===== src/rtl/seqtag_pkg.sv =====
package seqtag_pkg;
  typedef enum logic [1:0] {
    ALLOC_NONE = 2'd0,
    ALLOC_ONE  = 2'd1,
    ALLOC_TWO  = 2'd2
  } alloc_amt_e;

  localparam int ALLOC_MAX = 2;
endpackage


===== src/rtl/seqtag_clr_detect.sv =====
module seqtag_clr_detect (
  input  logic clk,
  input  logic rst_n,
  input  logic clr_bit,
  output logic clr_evt,
  output logic flush_req
);
  logic clr_q;

  // a change of the control bit against its last sampled value is an event
  assign clr_evt = clr_bit ^ clr_q;

  always_ff @(posedge clk) begin
    if (!rst_n) begin
      clr_q     <= 1'b0;
      flush_req <= 1'b0;
    end else begin
      clr_q     <= clr_bit;
      flush_req <= clr_evt;
    end
  end
endmodule


===== src/rtl/seqtag_counter.sv =====
module seqtag_counter #(
  parameter int TAG_W = 32
) (
  input  logic             clk,
  input  logic             rst_n,
  input  logic             clear,
  input  logic [1:0]       alloc_count,
  output logic [TAG_W-1:0] tag_lo,
  output logic [TAG_W-1:0] tag_hi
);
  import seqtag_pkg::*;

  function automatic logic [TAG_W-1:0] tag_step(input logic [TAG_W-1:0] t,
                                                input logic [1:0] n);
    return t + TAG_W'(n);
  endfunction

  logic [TAG_W-1:0] cnt_q;
  logic [TAG_W-1:0] cnt_d;

  always_comb begin
    if (clear) cnt_d = '0;
    else       cnt_d = tag_step(cnt_q, alloc_count);
  end

  always_ff @(posedge clk) begin
    if (!rst_n) cnt_q <= '0;
    else        cnt_q <= cnt_d;
  end

  assign tag_lo = cnt_q;
  assign tag_hi = tag_step(cnt_q, 2'(ALLOC_ONE));

  // input assumption: encoding 3 never presented
  assert_alloc_legal_R2: assert property (@(posedge clk) disable iff (!rst_n)
    alloc_count <= 2'(ALLOC_MAX));

  assert_advance_R2: assert property (@(posedge clk) disable iff (!rst_n)
    !clear |=> (tag_lo == $past(tag_lo) + TAG_W'($past(alloc_count))));
endmodule


===== src/rtl/seqtag_age_cmp.sv =====
module seqtag_age_cmp #(
  parameter int TAG_W = 32
) (
  input  logic [TAG_W-1:0] tag_a,
  input  logic [TAG_W-1:0] tag_b,
  output logic             a_older
);
  function automatic logic diff_negative(input logic [TAG_W-1:0] a,
                                         input logic [TAG_W-1:0] b);
    logic [TAG_W-1:0] d;
    d = a - b;
    return d[TAG_W-1];
  endfunction

  assign a_older = diff_negative(tag_a, tag_b);

  always_comb begin
    if (tag_a == tag_b) begin
      assert_equal_not_older_R5: assert (!a_older);
    end
  end
endmodule


===== src/rtl/seqtag_top.sv =====
module seqtag_top #(
  parameter int TAG_W = 32
) (
  input  logic             clk,
  input  logic             rst_n,
  input  logic [1:0]       alloc_count,
  input  logic             clr_bit,
  input  logic [TAG_W-1:0] cmp_a,
  input  logic [TAG_W-1:0] cmp_b,
  output logic [TAG_W-1:0] tag_lo,
  output logic [TAG_W-1:0] tag_hi,
  output logic             flush_req,
  output logic             a_older
);
  logic clr_evt;

  seqtag_clr_detect u_clr (
    .clk       (clk),
    .rst_n     (rst_n),
    .clr_bit   (clr_bit),
    .clr_evt   (clr_evt),
    .flush_req (flush_req)
  );

  seqtag_counter #(.TAG_W(TAG_W)) u_cnt (
    .clk         (clk),
    .rst_n       (rst_n),
    .clear       (clr_evt),
    .alloc_count (alloc_count),
    .tag_lo      (tag_lo),
    .tag_hi      (tag_hi)
  );

  seqtag_age_cmp #(.TAG_W(TAG_W)) u_cmp (
    .tag_a   (cmp_a),
    .tag_b   (cmp_b),
    .a_older (a_older)
  );

  assert_clear_zero_R7: assert property (@(posedge clk) disable iff (!rst_n)
    clr_evt |=> (tag_lo == '0) && flush_req);

  assert_flush_zero_R8: assert property (@(posedge clk) disable iff (!rst_n)
    flush_req |-> (tag_lo == '0));
endmodule


===== config.mk =====
export PLATFORM = sky130hd
export DESIGN_NAME = seqtag_top
export DESIGN_NICKNAME = d
export VERILOG_FILES = /design/src/rtl/seqtag_pkg.sv /design/src/rtl/seqtag_clr_detect.sv /design/src/rtl/seqtag_counter.sv /design/src/rtl/seqtag_age_cmp.sv /design/src/rtl/seqtag_top.sv
export SDC_FILE = /design/constraint.sdc
export NUM_CORES = 1
export LEC_CHECK = 0
export BUFFER_PORTS_ARGS = -buffer_cell sky130_fd_sc_hd__clkbuf_2
export CAP_MARGIN = 30
export CORE_MARGIN = 3
export CORE_UTILIZATION = 47
export CTS_CLUSTER_DIAMETER = 120
export DETAILED_ROUTE_END_ITERATION = 10
export PLACE_DENSITY = 0.78
export SLEW_MARGIN = 20
export SYNTH_ARGS = -nofsm -noshare
export SYNTH_HDL_FRONTEND = slang
export SYNTH_SLANG_ARGS = --single-unit

===== constraint.sdc =====
create_clock -name clk -period 2.3 [get_ports clk]
set_input_delay 0.23 -clock clk [delete_from_list [all_inputs] [get_ports clk]]
set_output_delay 0.23 -clock clk [all_outputs]
set_load 0.01 [all_outputs]

==> flow_summary.json, run 1 <==
{
  "max_cap_viol_count": 0,
  "track_usage": 0.2261,
  "synth_most_common_cell": "nand2_1",
  "critPathBufInv": 2,
  "endpoint_kind": "output pin",
  "seq_area_frac_synth": 0.2439,
  "fin_ws_ns": 0.07897,
  "cp_max_fo": 8,
  "root_buffer": "clkbuf_8",
  "status": "finished clean",
  "synth_area_um2": 2790,
  "final_area_um2": 3832,
  "yosys.area.top_type": "dfxtp_1",
  "dp.final_hpwl_mm": 6.412,
  "num_io_pins": 135,
  "final_nets": 622,
  "num_vias": 3115,
  "dpl_cell_area_um2": 3665,
  "die_h_um": 83.05,
  "synth_cell_type_count": 32,
  "rr_worst_depth": 7,
  "slowest_delay_ns": 0.49,
  "maxSlewHeadroom": 0.6897,
  "rr_endpoint": "u_cnt.tag_lo[20]",
  "drv_slew": 0,
  "worstPathArrival_ns": 1.99,
  "ant_nets": 0,
  "syn_to_final_growth_pct": 37.35,
  "cts_buffers": 5,
  "worst_hold_startpoint": "clr_bit",
  "routabilityCongestion": 0.8726,
  "synth-edff-count": 0,
  "p_leak_uw": 0.001891,
  "post-route-period-util": 0.9657,
  "synthArstFlopShare": 0,
  "setup_viol": 0,
  "synth_warnings": 0,
  "final_cells": 591,
  "yosys-top-cells-count": "nand2_1, nor2_1, dfxtp_1",
  "drc": 0,
  "timing.fmax_mhz": 450.2,
  "grt_pass1_vias": 2935,
  "vias_per_cell": 5.271,
  "rows": 27,
  "min_to": "u_clr.clr_q",
  "wl_mm": 8.008,
  "start_kind": "register",
  "grt_max_degree": 31,
  "worstReg2RegStart": "u_cnt.tag_lo[0]",
  "dieArea_um2": 6897,
  "grt-ovfl-total": 0,
  "hold_slack_ns": 0.1693,
  "die_w_um": 83.05,
  "min_path_type": "in2reg",
  "cts.sinks": 34,
  "final.min_clock_period_ns": 2.221,
  "yosys_most_used_dff": "dfxtp_1",
  "dp_cells": 582,
  "portBuffers": 134,
  "slowest_stage": "dfxtp_1",
  "synthCells": 368,
  "clkLatencyLatePin_ns": 0.29,
  "clk_pin_slew_ns": 0.06,
  "ys_ff_latch": 34,
  "diodes": 0,
  "rrSetupSlack_ns": 0.23,
  "synth.net_count": 471,
  "path_cells": "nand4_1 -> buf_4 -> or3_1 -> nor2_1 -> xor2_1 -> clkbuf_2",
  "critPathKind": "reg2out",
  "first_pass_iters": 4,
  "hold_viol_final": 0,
  "grt_first_pass_wirelength_mm": 13.18,
  "powerDensity_nw_per_um2": 328.2,
  "cts_tree": "yes",
  "pre_cts_ws_ns": 0.1180,
  "start_util": 0.4946,
  "wire_per_inst_um": 13.55,
  "first_iter_violations": 76,
  "h-tree-depth": 2,
  "core_area_um2": 5642,
  "required_ns": 2.07,
  "min_path_cells": 2,
  "synth_top_area_share": 0.2439,
  "fin_worst_skew_ns": 0.002897,
  "worst_slew_pin_slew_ns": 0.4619,
  "cts_max_path_buffers": 2,
  "hold_buffers": 0,
  "peakVddDrop_uv": 352.3,
  "syn-mean-instance-area_um2": 7.582,
  "synth_area_leaders": "dfxtp_1, ha_1, xnor2_1, xor2_1, nand2_1",
  "final_layout_size_suffix_gt1_frac": 0.3603,
  "crit_family": "simple AND/OR/NAND/NOR gates",
  "antenna_found_initial": 0
}
==> metrics by stage <==
step	util	TNS (ns)	power, uW
2_1_floorplan	-	0	745.9
3_3_place_gp	0.6496	0	843.3
3_5_place_dp	0.6496	0	853.1
4_1_cts	0.6673	0	1267
5_1_grt	0.6793	-0.06805	1324
6_report	0.6793	0	1258
==> how the worst max path moves through the flow <==
stage	slack [ns]	startpoint	depth (start not counted)	to
after floorplan	0.31	u_cnt.tag_lo[1]	5	tag_hi[18]
after global placement	0.21	u_cnt.tag_lo[9]	7	tag_hi[21]
after detailed placement	0.12	u_cnt.tag_lo[9]	7	tag_hi[21]
after CTS	0.02	u_cnt.tag_lo[0]	6	tag_hi[16]
after global routing	-0.03	u_cnt.tag_lo[11]	6	tag_hi[18]
final	0.08	u_cnt.tag_lo[6]	6	tag_hi[16]
==> registers in the layout (all words and copies together), names as in the netlist <==
signal,count
u_cnt.tag_lo,32
u_clr.clr_q,1
u_clr.flush_req,1
==> final cells by class <==
class / count / area, um^2
repair buffers: 161 / 873.3
fillers: 476 / 1809
clock buffers: 7 / 76.32
flip-flops and latches: 34 / 691.9
multi-input cells: 285 / 1981
inverters: 32 / 120.1
well taps: 72 / 90.09
==> placed cells by master, fill, tap and decap left out, types with 2 or more instances in the layout <==
cell	count
a21oi_1	16
a221oi_1	2
a31oi_1	2
and3_1	2
and4_1	3
buf_4	27
clkbuf_1	2
clkbuf_2	134
clkbuf_8	5
dfxtp_1	27
dfxtp_2	6
ha_1	32
inv_1	32
nand2_1	51
nand3_1	6
nand3_2	2
nand4_1	22
nor2_1	41
nor2b_1	4
nor3_1	7
nor4_1	4
nor4_2	5
o21ai_0	7
or3_1	5
xnor2_1	33
xor2_1	27
==> kinds of logic after synthesis <==
group	Yosys count	share of synthesized area
compound gates	31	0.06323
xor+xnor	60	0.1883
buf+inv	49	0.06950
fa+ha+maj	34	0.1552
simple gates	160	0.2798
flops	34	0.2439
==> power by group <==
group	internal (uW)	leakage, uW	switching (uW)	total (uW)
logic	120	0.00157	119	239
registers	594	0.000278	5.93	600
clock network	208	0.0000383	210	418
total	922	0.00189	336	1260
==> routing by layer <==
layer / wire length, um / global-route usage / up-vias
li1: - / - / 1537
met1: 3340 / 0.2672 / 1428
met2: 3902 / 0.4045 / 133
met3: 583 / 0.04563 / 17
met4: 181 / 0.07578 / 0
met5: 0 / 0 / -
==> repair_timing <==
| action | CTS | global route |
|---|---|---|
| pin swaps | 1 | 3 |
| setup endpoints to repair | 8 | 19 |
| buffers inserted | 1 | 1 |
| gates resized for setup | 5 | 15 |
Power figures use the tool's default switching activity.
==> inputs of run 2 (changes only) <==
Settings changed: SETUP_SLACK_MARGIN from default to 0.15.
==> run 2 against run 1 <==
Die area unchanged. Critical path type unchanged. Utilization is 4.9 points higher. Worst hold slack worse by 0.0032 ns. Sequential power about the same. Sequential cell count did not move. Sequential share of layout area decreased by 0.80 points. Critical endpoint is now tag_hi[18]. Worst setup slack improved by 0.069 ns. Clock skew barely moved.
==> flow_summary.json, run 2 (synthesized netlist as in run 1, its figures left out) <==
{
  "status": "finished clean",
  "cp_common_cell": "buf_4",
  "final_nets": 635,
  "final_common_cell": "clkbuf_2",
  "start_kind": "register",
  "die_w_um": 83.05,
  "start_util": 0.4946,
  "clkLatencyLatePin_ns": 0.29,
  "post-route-period-util": 0.9359,
  "diodes": 0,
  "slowest_delay_ns": 0.35,
  "met3_usage": 0.04663,
  "wl_mm": 9.024,
  "final_area_um2": 4111,
  "first_iter_violations": 124,
  "cts_max_path_buffers": 2,
  "track_usage": 0.2293,
  "endpoint_kind": "output pin",
  "largest_register_ffs": 32,
  "rsz0062_at_grt": "true",
  "multi_input_area_um2": 2118,
  "slowest_stage": "dfxtp_2",
  "portBuffers": 134,
  "wire_per_inst_um": 14.94,
  "register_area_um2": 709.4,
  "die_h_um": 83.05,
  "cp_max_fo": 6,
  "fin_ws_ns": 0.1475,
  "cts_buffers": 5,
  "syn_to_final_growth_pct": 47.35,
  "drv_slew": 0,
  "path_cells": "buf_4 -> nand4_1 -> nor4_4 -> buf_4 -> nand2_4 -> xnor2_2 -> buf_2",
  "p_total_uw": 1284,
  "rows": 27,
  "fin_worst_skew_ns": 0.003229,
  "p_leak_uw": 0.002073,
  "mostFrequentLayoutCells": "clkbuf_2, nand2_1, nor2_1",
  "grt_pass1_vias": 2939,
  "ant_nets": 0,
  "pre_cts_ws_ns": 0.1180,
  "num_vias": 3311,
  "max_cap_viol_count": 0,
  "drc": 0,
  "hold_viol_final": 0,
  "antenna_found_initial": 0,
  "dp.final_hpwl_mm": 6.412,
  "powerDensity_nw_per_um2": 312.2,
  "maxSlewHeadroom": 0.6800,
  "core_area_um2": 5642,
  "grt-ovfl-total": 0,
  "final_layout_size_suffix_gt1_frac": 0.4286,
  "worstPathArrival_ns": 1.92,
  "grt_util_met2": 0.4155,
  "clk_pin_slew_ns": 0.07,
  "critPathKind": "reg2out",
  "final.min_clock_period_ns": 2.153,
  "setup_viol": 0,
  "vias_per_cell": 5.482,
  "num_io_pins": 135,
  "min_path_type": "in2reg",
  "setup_tns_ns": 0,
  "required_ns": 2.07,
  "worst_slew_pin_slew_ns": 0.4763,
  "h-tree-depth": 2,
  "cts_tree": "yes",
  "grt_first_pass_wirelength_mm": 13.32,
  "hold_buffers": 0,
  "first_pass_iters": 4,
  "nFillCells": 420,
  "busiest_layer": "met2",
  "timing.fmax_mhz": 464.6,
  "root_buffer": "clkbuf_8",
  "peakVddDrop_uv": 348.0,
  "dpl_cell_area_um2": 3665,
  "dieArea_um2": 6897,
  "met1_usage": 0.2659,
  "routabilityCongestion": 0.8726,
  "cts.sinks": 34,
  "grt_max_degree": 31
}
==> run 2: repair_timing <==
| item | in CTS | in global routing |
|---|---|---|
| resized for setup | 20 | 51 |
| buffers inserted | 3 | 12 |
| pin swaps | 2 | 22 |
| setup endpoints to repair | 20 | 20 |
==> run 2: worst max-delay path, delay by kind of cell, from the launching register on <==
kind / cells / cell delay, ns
xor+xnor: 1 / 0.19
buf+inv: 3 / 0.51
flops: 1 / 0.35
simple gates: 3 / 0.58
==> run 2: layout make-up <==
cell class | count | area share
well taps | 72 | 0.02191
clock buffers | 7 | 0.01856
flip-flops and latches | 34 | 0.1726
inverters | 32 | 0.02921
multi-input cells | 285 | 0.5152
repair buffers | 174 | 0.2425
==> run 2: final timing paths <==
kind                                        from          endpoint  slack, ns  cells after the start
worst max-delay path            u_cnt.tag_lo[10]        tag_hi[18]       0.15                      7
worst min-delay path                     clr_bit       u_clr.clr_q       0.17                      2
worst max register to register   u_cnt.tag_lo[0]  u_cnt.tag_lo[20]       0.26                      7
worst min register to register  u_cnt.tag_lo[11]  u_cnt.tag_lo[11]       0.57                      2
==> run 2: through the flow <==
stage / utilization / instances / hold WS (ns)
6_report: 0.7288 / 604 / 0.1661
5_1_grt: 0.7288 / 604 / 0.1616
4_1_cts: 0.6800 / 592 / 0.1637
3_5_place_dp: 0.6496 / 582 / 0.4633
3_3_place_gp: 0.6496 / 582 / 0.4619
2_1_floorplan: - / 368 / 0.3517
==> run 2: layer usage <==
| layer | share of wire | vias up |
|---|---|---|
| li1 | - | 1568 |
| met1 | 0.39 | 1532 |
| met2 | 0.50 | 188 |
| met3 | 0.084 | 23 |
| met4 | 0.021 | 0 |
| met5 | 0 | - |
==> run 2: power by group <==
part	leakage, uW	switching, uW	internal [uW]	total [uW]
sequential	0.000284	7.27	593	600
combinational	0.00175	129	127	256
clock	0.0000383	219	208	427
